**src/rtl/slp_pkg.sv**
```systemverilog
// Shared types and fixed constants of the sleep/wakeup controller.
package slp_pkg;
    typedef enum logic [1:0] {
        ST_RUN   = 2'd0,
        ST_ENTER = 2'd1,
        ST_SLEEP = 2'd2,
        ST_QUAL  = 2'd3
    } slp_state_e;

    // default pin wake window when the pin setting is zero, in microseconds
    localparam int PIN_DEF_US  = 15;
    // UART settings below this value mean "any low level wakes"
    localparam int UART_US_MIN = 15;
    // number of wake filters (index 0: UART, index 1: pin)
    localparam int NUM_SRC     = 2;
endpackage

```
**src/rtl/slp_sync.sv**
```systemverilog
// Two-flop synchronizer for a vector of asynchronous inputs.
// Assumes every bit is an independent level; no bus coherence is given.
module slp_sync #(
    parameter int               WIDTH   = 2,
    parameter logic [WIDTH-1:0] RST_VAL = '1
) (
    input  logic             clk,
    input  logic             rst_n,
    input  logic [WIDTH-1:0] d,
    output logic [WIDTH-1:0] q
);
    logic [WIDTH-1:0] meta_q;

    // capture then re-register each asynchronous bit
    always_ff @(posedge clk) begin
        if (!rst_n) begin
            meta_q <= RST_VAL;
            q      <= RST_VAL;
        end else begin
            meta_q <= d;
            q      <= meta_q;
        end
    end
endmodule

```
**src/rtl/slp_width_filter.sv**
```systemverilog
// Minimum-duration filter. Counts how long 'act' has stayed high, in units
// of 'unit_cyc' clocks, and raises 'qual' once 'thr' units have passed.
// thr = 0 qualifies in the first clock that 'act' is high.
// Assumes unit_cyc >= 1; the unit counter saturates at all ones.
module slp_width_filter #(
    parameter int CW = 16,
    parameter int UW = 16
) (
    input  logic          clk,
    input  logic          rst_n,
    input  logic          act,
    input  logic [CW-1:0] unit_cyc,
    input  logic [UW-1:0] thr,
    output logic          qual
);
    logic [CW-1:0] cyc_q;
    logic [UW-1:0] units_q;

    // measure the current high stretch of 'act'; restart on any low clock
    always_ff @(posedge clk) begin
        if (!rst_n || !act) begin
            cyc_q   <= '0;
            units_q <= '0;
        end else if (units_q != '1) begin
            if (cyc_q >= unit_cyc - 1'b1) begin
                cyc_q   <= '0;
                units_q <= units_q + 1'b1;
            end else begin
                cyc_q <= cyc_q + 1'b1;
            end
        end
    end

    // the stretch has been long enough
    assign qual = act && (units_q >= thr);

    AST_UNITS_NO_DROP: assert property (@(posedge clk) disable iff (!rst_n)
        act |=> (!act || units_q >= $past(units_q)));
endmodule

```
**src/rtl/slp_led_beat.sv**
```systemverilog
// Sleep heartbeat. While 'en' is high it counts clocks in periods of PERIOD.
// After each complete period it drives 'beat' high for ON clocks.
// Dropping 'en' clears everything, so the first pulse comes one full period
// after 'en' rises. Assumes PERIOD >= 2 and ON < PERIOD.
module slp_led_beat #(
    parameter int PERIOD = 48000000,
    parameter int ON     = 80000
) (
    input  logic clk,
    input  logic rst_n,
    input  logic en,
    output logic beat
);
    localparam int PW = $clog2(PERIOD);

    logic [PW-1:0] cnt_q;
    logic          first_q;

    // period counter; first_q marks that at least one period has elapsed
    always_ff @(posedge clk) begin
        if (!rst_n || !en) begin
            cnt_q   <= '0;
            first_q <= 1'b0;
        end else if (cnt_q == PW'(PERIOD - 1)) begin
            cnt_q   <= '0;
            first_q <= 1'b1;
        end else begin
            cnt_q <= cnt_q + 1'b1;
        end
    end

    // pulse at the start of each period after the first
    assign beat = first_q && (cnt_q < PW'(ON));

    AST_BEAT_STOPS: assert property (@(posedge clk) disable iff (!rst_n)
        !en |=> !beat);
    AST_FIRST_AT_WRAP: assert property (@(posedge clk) disable iff (!rst_n)
        $rose(first_q) |-> (cnt_q == '0));
endmodule

```
**src/rtl/slp_wake_ctrl.sv**
```systemverilog
// Low-power sleep and wakeup controller (top).
// Enters sleep on a software request or on an enabled pin edge. Wakes on a
// qualified UART low pulse or a qualified inactive stretch of the sleep pin.
// Drives power control, the status LED and the transceiver mode lines.
// Assumes all cfg_* inputs are quasi-static and uart_rx idles high.
module slp_wake_ctrl
    import slp_pkg::*;
#(
    parameter int CYC_PER_US    = 16,
    parameter int US_PER_MS     = 1000,
    parameter int LED_PERIOD_MS = 3000,
    parameter int LED_ON_MS     = 5
) (
    input  logic        clk,
    input  logic        rst_n,
    input  logic        sw_sleep_req,
    input  logic        sleep_pin,
    input  logic        uart_rx,
    input  logic        cfg_pin_en,
    input  logic        cfg_pin_pol,
    input  logic        cfg_pwr_pol,
    input  logic [15:0] cfg_pin_min,
    input  logic [15:0] cfg_uart_min,
    input  logic [1:0]  swc_mode_req,
    output logic        pwr_ctrl,
    output logic        led_status,
    output logic [1:0]  swc_mode,
    output logic [1:0]  wake_src
);
    localparam int CYC_PER_MS = CYC_PER_US * US_PER_MS;
    localparam int UCW        = $clog2(CYC_PER_MS + 1);
    localparam int LED_P      = LED_PERIOD_MS * CYC_PER_MS;
    localparam int LED_ON     = LED_ON_MS * CYC_PER_MS;

    slp_state_e state_q, state_d;
    logic [1:0] sync_q;
    logic       pin_s, rx_s, pin_active, pin_prev_q, pin_req, pin_armed_q;
    logic       sleeping, past_ok_q, beat;
    logic       any_act, any_qual;
    logic [NUM_SRC-1:0] f_act, f_qual;
    logic [15:0]        f_thr  [NUM_SRC];
    logic [UCW-1:0]     f_unit [NUM_SRC];

    slp_sync #(.WIDTH(2), .RST_VAL(2'b11)) u_sync (
        .clk(clk), .rst_n(rst_n), .d({sleep_pin, uart_rx}), .q(sync_q)
    );
    assign pin_s = sync_q[1];
    assign rx_s  = sync_q[0];

    assign sleeping   = (state_q != ST_RUN);
    assign pin_active = cfg_pin_pol ? pin_s : ~pin_s;
    assign pin_req    = cfg_pin_en && pin_active && !pin_prev_q;

    // wake filter inputs: UART low level, armed pin at its inactive level
    assign f_act[0] = sleeping && !rx_s;
    assign f_act[1] = sleeping && cfg_pin_en && pin_armed_q && !pin_active;

    // select threshold and unit of each filter from its setting
    always_comb begin
        if (cfg_uart_min < 16'(UART_US_MIN)) f_thr[0] = '0;
        else                                 f_thr[0] = cfg_uart_min;
        f_unit[0] = UCW'(CYC_PER_US);
        if (cfg_pin_min == '0) begin
            f_thr[1]  = 16'(PIN_DEF_US);
            f_unit[1] = UCW'(CYC_PER_US);
        end else begin
            f_thr[1]  = cfg_pin_min;
            f_unit[1] = UCW'(CYC_PER_MS);
        end
    end

    for (genvar g = 0; g < NUM_SRC; g++) begin : g_filt
        slp_width_filter #(.CW(UCW), .UW(16)) u_filt (
            .clk(clk), .rst_n(rst_n), .act(f_act[g]),
            .unit_cyc(f_unit[g]), .thr(f_thr[g]), .qual(f_qual[g])
        );
    end

    assign any_act  = |f_act;
    assign any_qual = |f_qual;

    // next-state decision of the sleep state machine
    always_comb begin
        state_d = state_q;
        unique case (state_q)
            ST_RUN:   if (sw_sleep_req || pin_req) state_d = ST_ENTER;
            ST_ENTER: state_d = ST_SLEEP;
            ST_SLEEP: if (any_qual)     state_d = ST_RUN;
                      else if (any_act) state_d = ST_QUAL;
            ST_QUAL:  if (any_qual)     state_d = ST_RUN;
                      else if (!any_act) state_d = ST_SLEEP;
            default:  state_d = ST_RUN;
        endcase
    end

    // state, pin edge history, pin arming and wake source registers
    always_ff @(posedge clk) begin
        if (!rst_n) begin
            state_q     <= ST_RUN;
            pin_prev_q  <= 1'b0;
            pin_armed_q <= 1'b0;
            wake_src    <= 2'b00;
            past_ok_q   <= 1'b0;
        end else begin
            state_q    <= state_d;
            pin_prev_q <= pin_active;
            past_ok_q  <= 1'b1;
            if (!sleeping)       pin_armed_q <= 1'b0;
            else if (pin_active) pin_armed_q <= 1'b1;
            if (sleeping && state_d == ST_RUN) wake_src <= {f_qual[1], f_qual[0]};
        end
    end

    slp_led_beat #(.PERIOD(LED_P), .ON(LED_ON)) u_beat (
        .clk(clk), .rst_n(rst_n), .en(sleeping), .beat(beat)
    );

    // output levels
    assign pwr_ctrl   = sleeping ? ~cfg_pwr_pol : cfg_pwr_pol;
    assign led_status = sleeping ? beat : 1'b1;
    assign swc_mode   = sleeping ? 2'b00 : swc_mode_req;

    AST_ENTER_THEN_SLEEP: assert property (@(posedge clk) disable iff (!rst_n)
        (state_q == ST_ENTER) |=> (state_q == ST_SLEEP));
    AST_SW_REQ_ACTS: assert property (@(posedge clk) disable iff (!rst_n)
        (state_q == ST_RUN && sw_sleep_req) |=> (state_q == ST_ENTER));
    AST_WAKE_HAS_SRC: assert property (@(posedge clk) disable iff (!rst_n || !past_ok_q)
        (state_q == ST_RUN && $past(state_q) != ST_RUN) |-> (wake_src != 2'b00));
    AST_WAKE_NEEDS_QUAL: assert property (@(posedge clk) disable iff (!rst_n)
        (sleeping && !any_qual) |=> (state_q != ST_RUN));
endmodule

```
**config.mk**
```make
export PLATFORM = sky130hd
export DESIGN_NAME = slp_wake_ctrl
export DESIGN_NICKNAME = d
export VERILOG_FILES = /design/src/rtl/slp_pkg.sv /design/src/rtl/slp_sync.sv /design/src/rtl/slp_width_filter.sv /design/src/rtl/slp_led_beat.sv /design/src/rtl/slp_wake_ctrl.sv
export SDC_FILE = /design/constraint.sdc
export NUM_CORES = 1
export LEC_CHECK = 0
export ABC_AREA = 1
export ABC_CLOCK_PERIOD_IN_PS = 5470
export CELL_PAD_IN_SITES_DETAIL_PLACEMENT = 1
export CELL_PAD_IN_SITES_GLOBAL_PLACEMENT = 1
export CORE_UTILIZATION = 46
export CTS_BUF_LIST = sky130_fd_sc_hd__clkbuf_16
export CTS_CLUSTER_SIZE = 20
export DETAILED_ROUTE_END_ITERATION = 10
export GPL_TIMING_DRIVEN = 0
export PLACE_DENSITY = 0.85
export SLEW_MARGIN = 20
export SYNTH_ARGS = -nofsm -noshare
export SYNTH_HDL_FRONTEND = slang
export SYNTH_SLANG_ARGS = --single-unit
```
**constraint.sdc**
```tcl
create_clock -name clk -period 5.47 [get_ports clk]
set_input_delay 0.8205 -clock clk [delete_from_list [all_inputs] [get_ports clk]]
set_output_delay 0.8205 -clock clk [all_outputs]
set_load 0.01 [all_outputs]
```
==> results.md <==
- Share of cells above drive strength 1: around 6.2%
- WL final: about 17000 µm
- Post-synth top area cell: dfxtp_1
- Hold path start: u_sync.meta_q[1]
- # Post-CTS Setup Buffers: 0
- Unique masters post-synth: 41
- Setup Viol. Count Final: 0
- CP Launch Point: cfg_pin_min[14]
- Post-synth net total: 992
- Antenna Cells: 0
- Routed via count: approximately 6000
- Share of Yosys cell area claimed by the top area cell type: 31.6%
- Tightest Pin Transition: 0.872 ns
- Net Switching: 0.000335 W
- Status: complete, no violations
- DRC Markers: 0
- Routability cong.: around 0.94
- Minimum clock period: around 3.3 ns
- Die area: 13800 µm²
- Final nets: 1050
- Top cells by area, synth: dfxtp_1 (32%), nand2_1 (12%), ha_1 (9.2%)
- Design area: roughly 7100 µm²
- CTS sink cnt: 97
- Global Route Usage Sum: 26.1%
- Total core area: 12800 µm²
- Max-cap violations: 0
- LEAKAGE: 2.75 nW
- Worst setup SP type: input pin
- Clock tree from TritonCTS: done
- Vias in the first global route: 6480
- Num rows: 41
- WL per Instance: approximately 15 µm
- F_max: 305 MHz
- Initial antenna violation count: 0
- Worst Skew: 0.0106 ns
- Top post-synthesis cells by count: nand2_1 (192), inv_1 (135), nor2_1 (103), dfxtp_1 (97), a21oi_1 (78)
- CP Data Required Time: 5.75 ns
- Initial DRC Count: 269
- Setup_tns: 0 ns
- Clk_lat worst skew: 0.36 ns
- Global-route wire length before repair: 29800 µm
- Tcrit/Tclk final: 60.0%
- CTS Buffer Depth: 2
- P&R area growth vs syn: 15.9%
- Final hold viol count: 0
- Root buf cell: clkbuf_16
- P_int: 0.00111 W
- CTS Hold Bufs: 0
- Drt via density: ~5.4
- Sequential Power Share: slightly below 50%
- Post-synthesis register bit count: 97
- Reg2reg start: u_beat.cnt_q[0]
- Net Sw Frac: between 20% and 30%
- Main synth FF type: dfxtp_1
- TritonCTS Buffers: 9
- Async SR Flop Fraction: 0%
- Max VDD drop: about 0.11 mV
- Slew Viols, Final: 0
- Count leader, synth: nand2_1
- HPWL Detailed: about 14000 µm
- I/O Buffers: 47
- Remaining global-route overflow: 0
- Logic pwr share: 6.8%
- Worst setup EP type: flip-flop
- Crit Path Max Fanout: 11
- Synth Area per Inst: approximately 6.8 µm²
- Antenna viol nets, final: 0
- EDFF count, synth: 0
- Clock power frac: 43.9%
- Die X-Extent: 118 µm
- Hold Path Class: flip-flop to flip-flop
- Die Span Y: 118 µm
- CTS H-tree lvls: 3
- Cells after synthesis: 905
- Post-Syn Area: 6140 µm²
- Critical path arrival: 3.57 ns
- Placed inst area: 6830 µm²
- Pre-Repair DR Iteration Count: 5
- Pre-CTS WS: 1.84 ns
- Setup slack after layout: 2.19 ns
- # IOs: 48
- Seq/Total Area, Yosys: 31.6%
- CP Class: input pin to flip-flop
- Pin count of the biggest net entering global routing: 17
- Initial Util: 47.9%
- Post-CTS Resized: 0
- RSZ-0062 raised after global routing: false
- P per Cell Area: 204 nW/µm²
- Max_slew headroom: just over 40%
- Ys Warns: 0
- Clock transition at the registers of the reported paths: 0.07 ns
cell usage in the layout (no fill, tap or decap), types with 10 or more instances in the layout:
master           netlist  routed
nand3_1               59      59
or2_2                 10      10
nor2_1               103     103
nor4_1                14      14
a21oi_1               78      78
xor2_1                30      30
nand4_1               27      27
nand2_1              192     192
nor3_1                30      30
dfxtp_1               97      97
inv_1                135     135
ha_1                  45      45
clkdlybuf4s50_1        0      47
o21ai_0               25      25
logic make-up after synthesis:
kind of cell	count (synthesis)	synth area share, %
AO/OA/AOI/OAI	111	9.39
multiplexers	1	0.163
buffers and inverters	149	9.53
flip-flops	97	31.6
AND/OR/NAND/NOR	463	34.6
XOR/XNOR	39	5.56
adder cells (fa/ha/maj)	45	9.16
area by class of cell:
class / count / area [µm²]
tap: 172 / 215
multi-input combinational: 659 / 3620
buffer: 11 / 67.6
fill: 1718 / 5700
sequential: 97 / 1940
clock inverter: 7 / 68.8
timing repair buffer: 47 / 470
clock buffer: 9 / 225
inverter: 138 / 518
registers in the layout (all words and copies together), names as in the netlist:
| signal | flops |
|---|---|
| g_filt.u_filt.units_q | 32 |
| g_filt.u_filt.cyc_q | 28 |
| u_beat.cnt_q | 26 |
| state_q | 2 |
| u_sync.meta_q | 2 |
| u_sync.q | 2 |
| wake_src | 2 |
| pin_armed_q | 1 |
| pin_prev_q | 1 |
| u_beat.first_q | 1 |
routing by layer:
layer	up-vias	routed length, µm	GRT usage, %
met2	88	8860	47.4
met5	-	0	0
met1	2948	7630	30.8
met3	33	472	3.29
met4	0	475	11.1
li1	3063	-	-
power groups by stage:
stage,Sequential (W),Clock [W],Combinational (W)
5_1_grt,0.000714,0.000676,0.000110
2_1_floorplan,0.000729,0,0.0000436
4_1_cts,0.000714,0.000651,0.000100
6_report,0.000714,0.000637,0.0000984
3_3_place_gp,0.000730,0,0.0000934
3_5_place_dp,0.000731,0,0.0000989
final timing paths:
path         slack [ns]                     endpoint  depth (start not counted)
max                2.19  g_filt[1].u_filt.units_q[6]                         15
min                0.42                  u_sync.q[1]                          1
max reg2reg        3.15             u_beat.cnt_q[22]                          6
min reg2reg        0.42                  u_sync.q[1]                          1
stage by stage:
stage	hold slack, ns	utilization, %	power, W	instances
floorplan	0.393	-	0.000773	905
global placement	0.398	53.3	0.000824	1124
detailed placement	0.407	53.3	0.000830	1124
CTS	0.425	55.6	0.00146	1140
global route	0.441	55.6	0.00150	1140
finish	0.418	55.6	0.00145	1140
worst max-delay path, cell delays in order:
cell and delay (ns):
clkdlybuf4s50_1 0.40, inv_1 0.09, nand4_1 0.12, nor2_1 0.22, nand2_1 0.12, inv_1 0.31, ha_1 0.32, inv_1 0.06
nor2_1 0.04, o21ai_0 0.23, nand3_2 0.30, nand2_8 0.18, buf_6 0.16, nand2_1 0.06, a21oi_1 0.12
(Power assumes the default switching activity.)
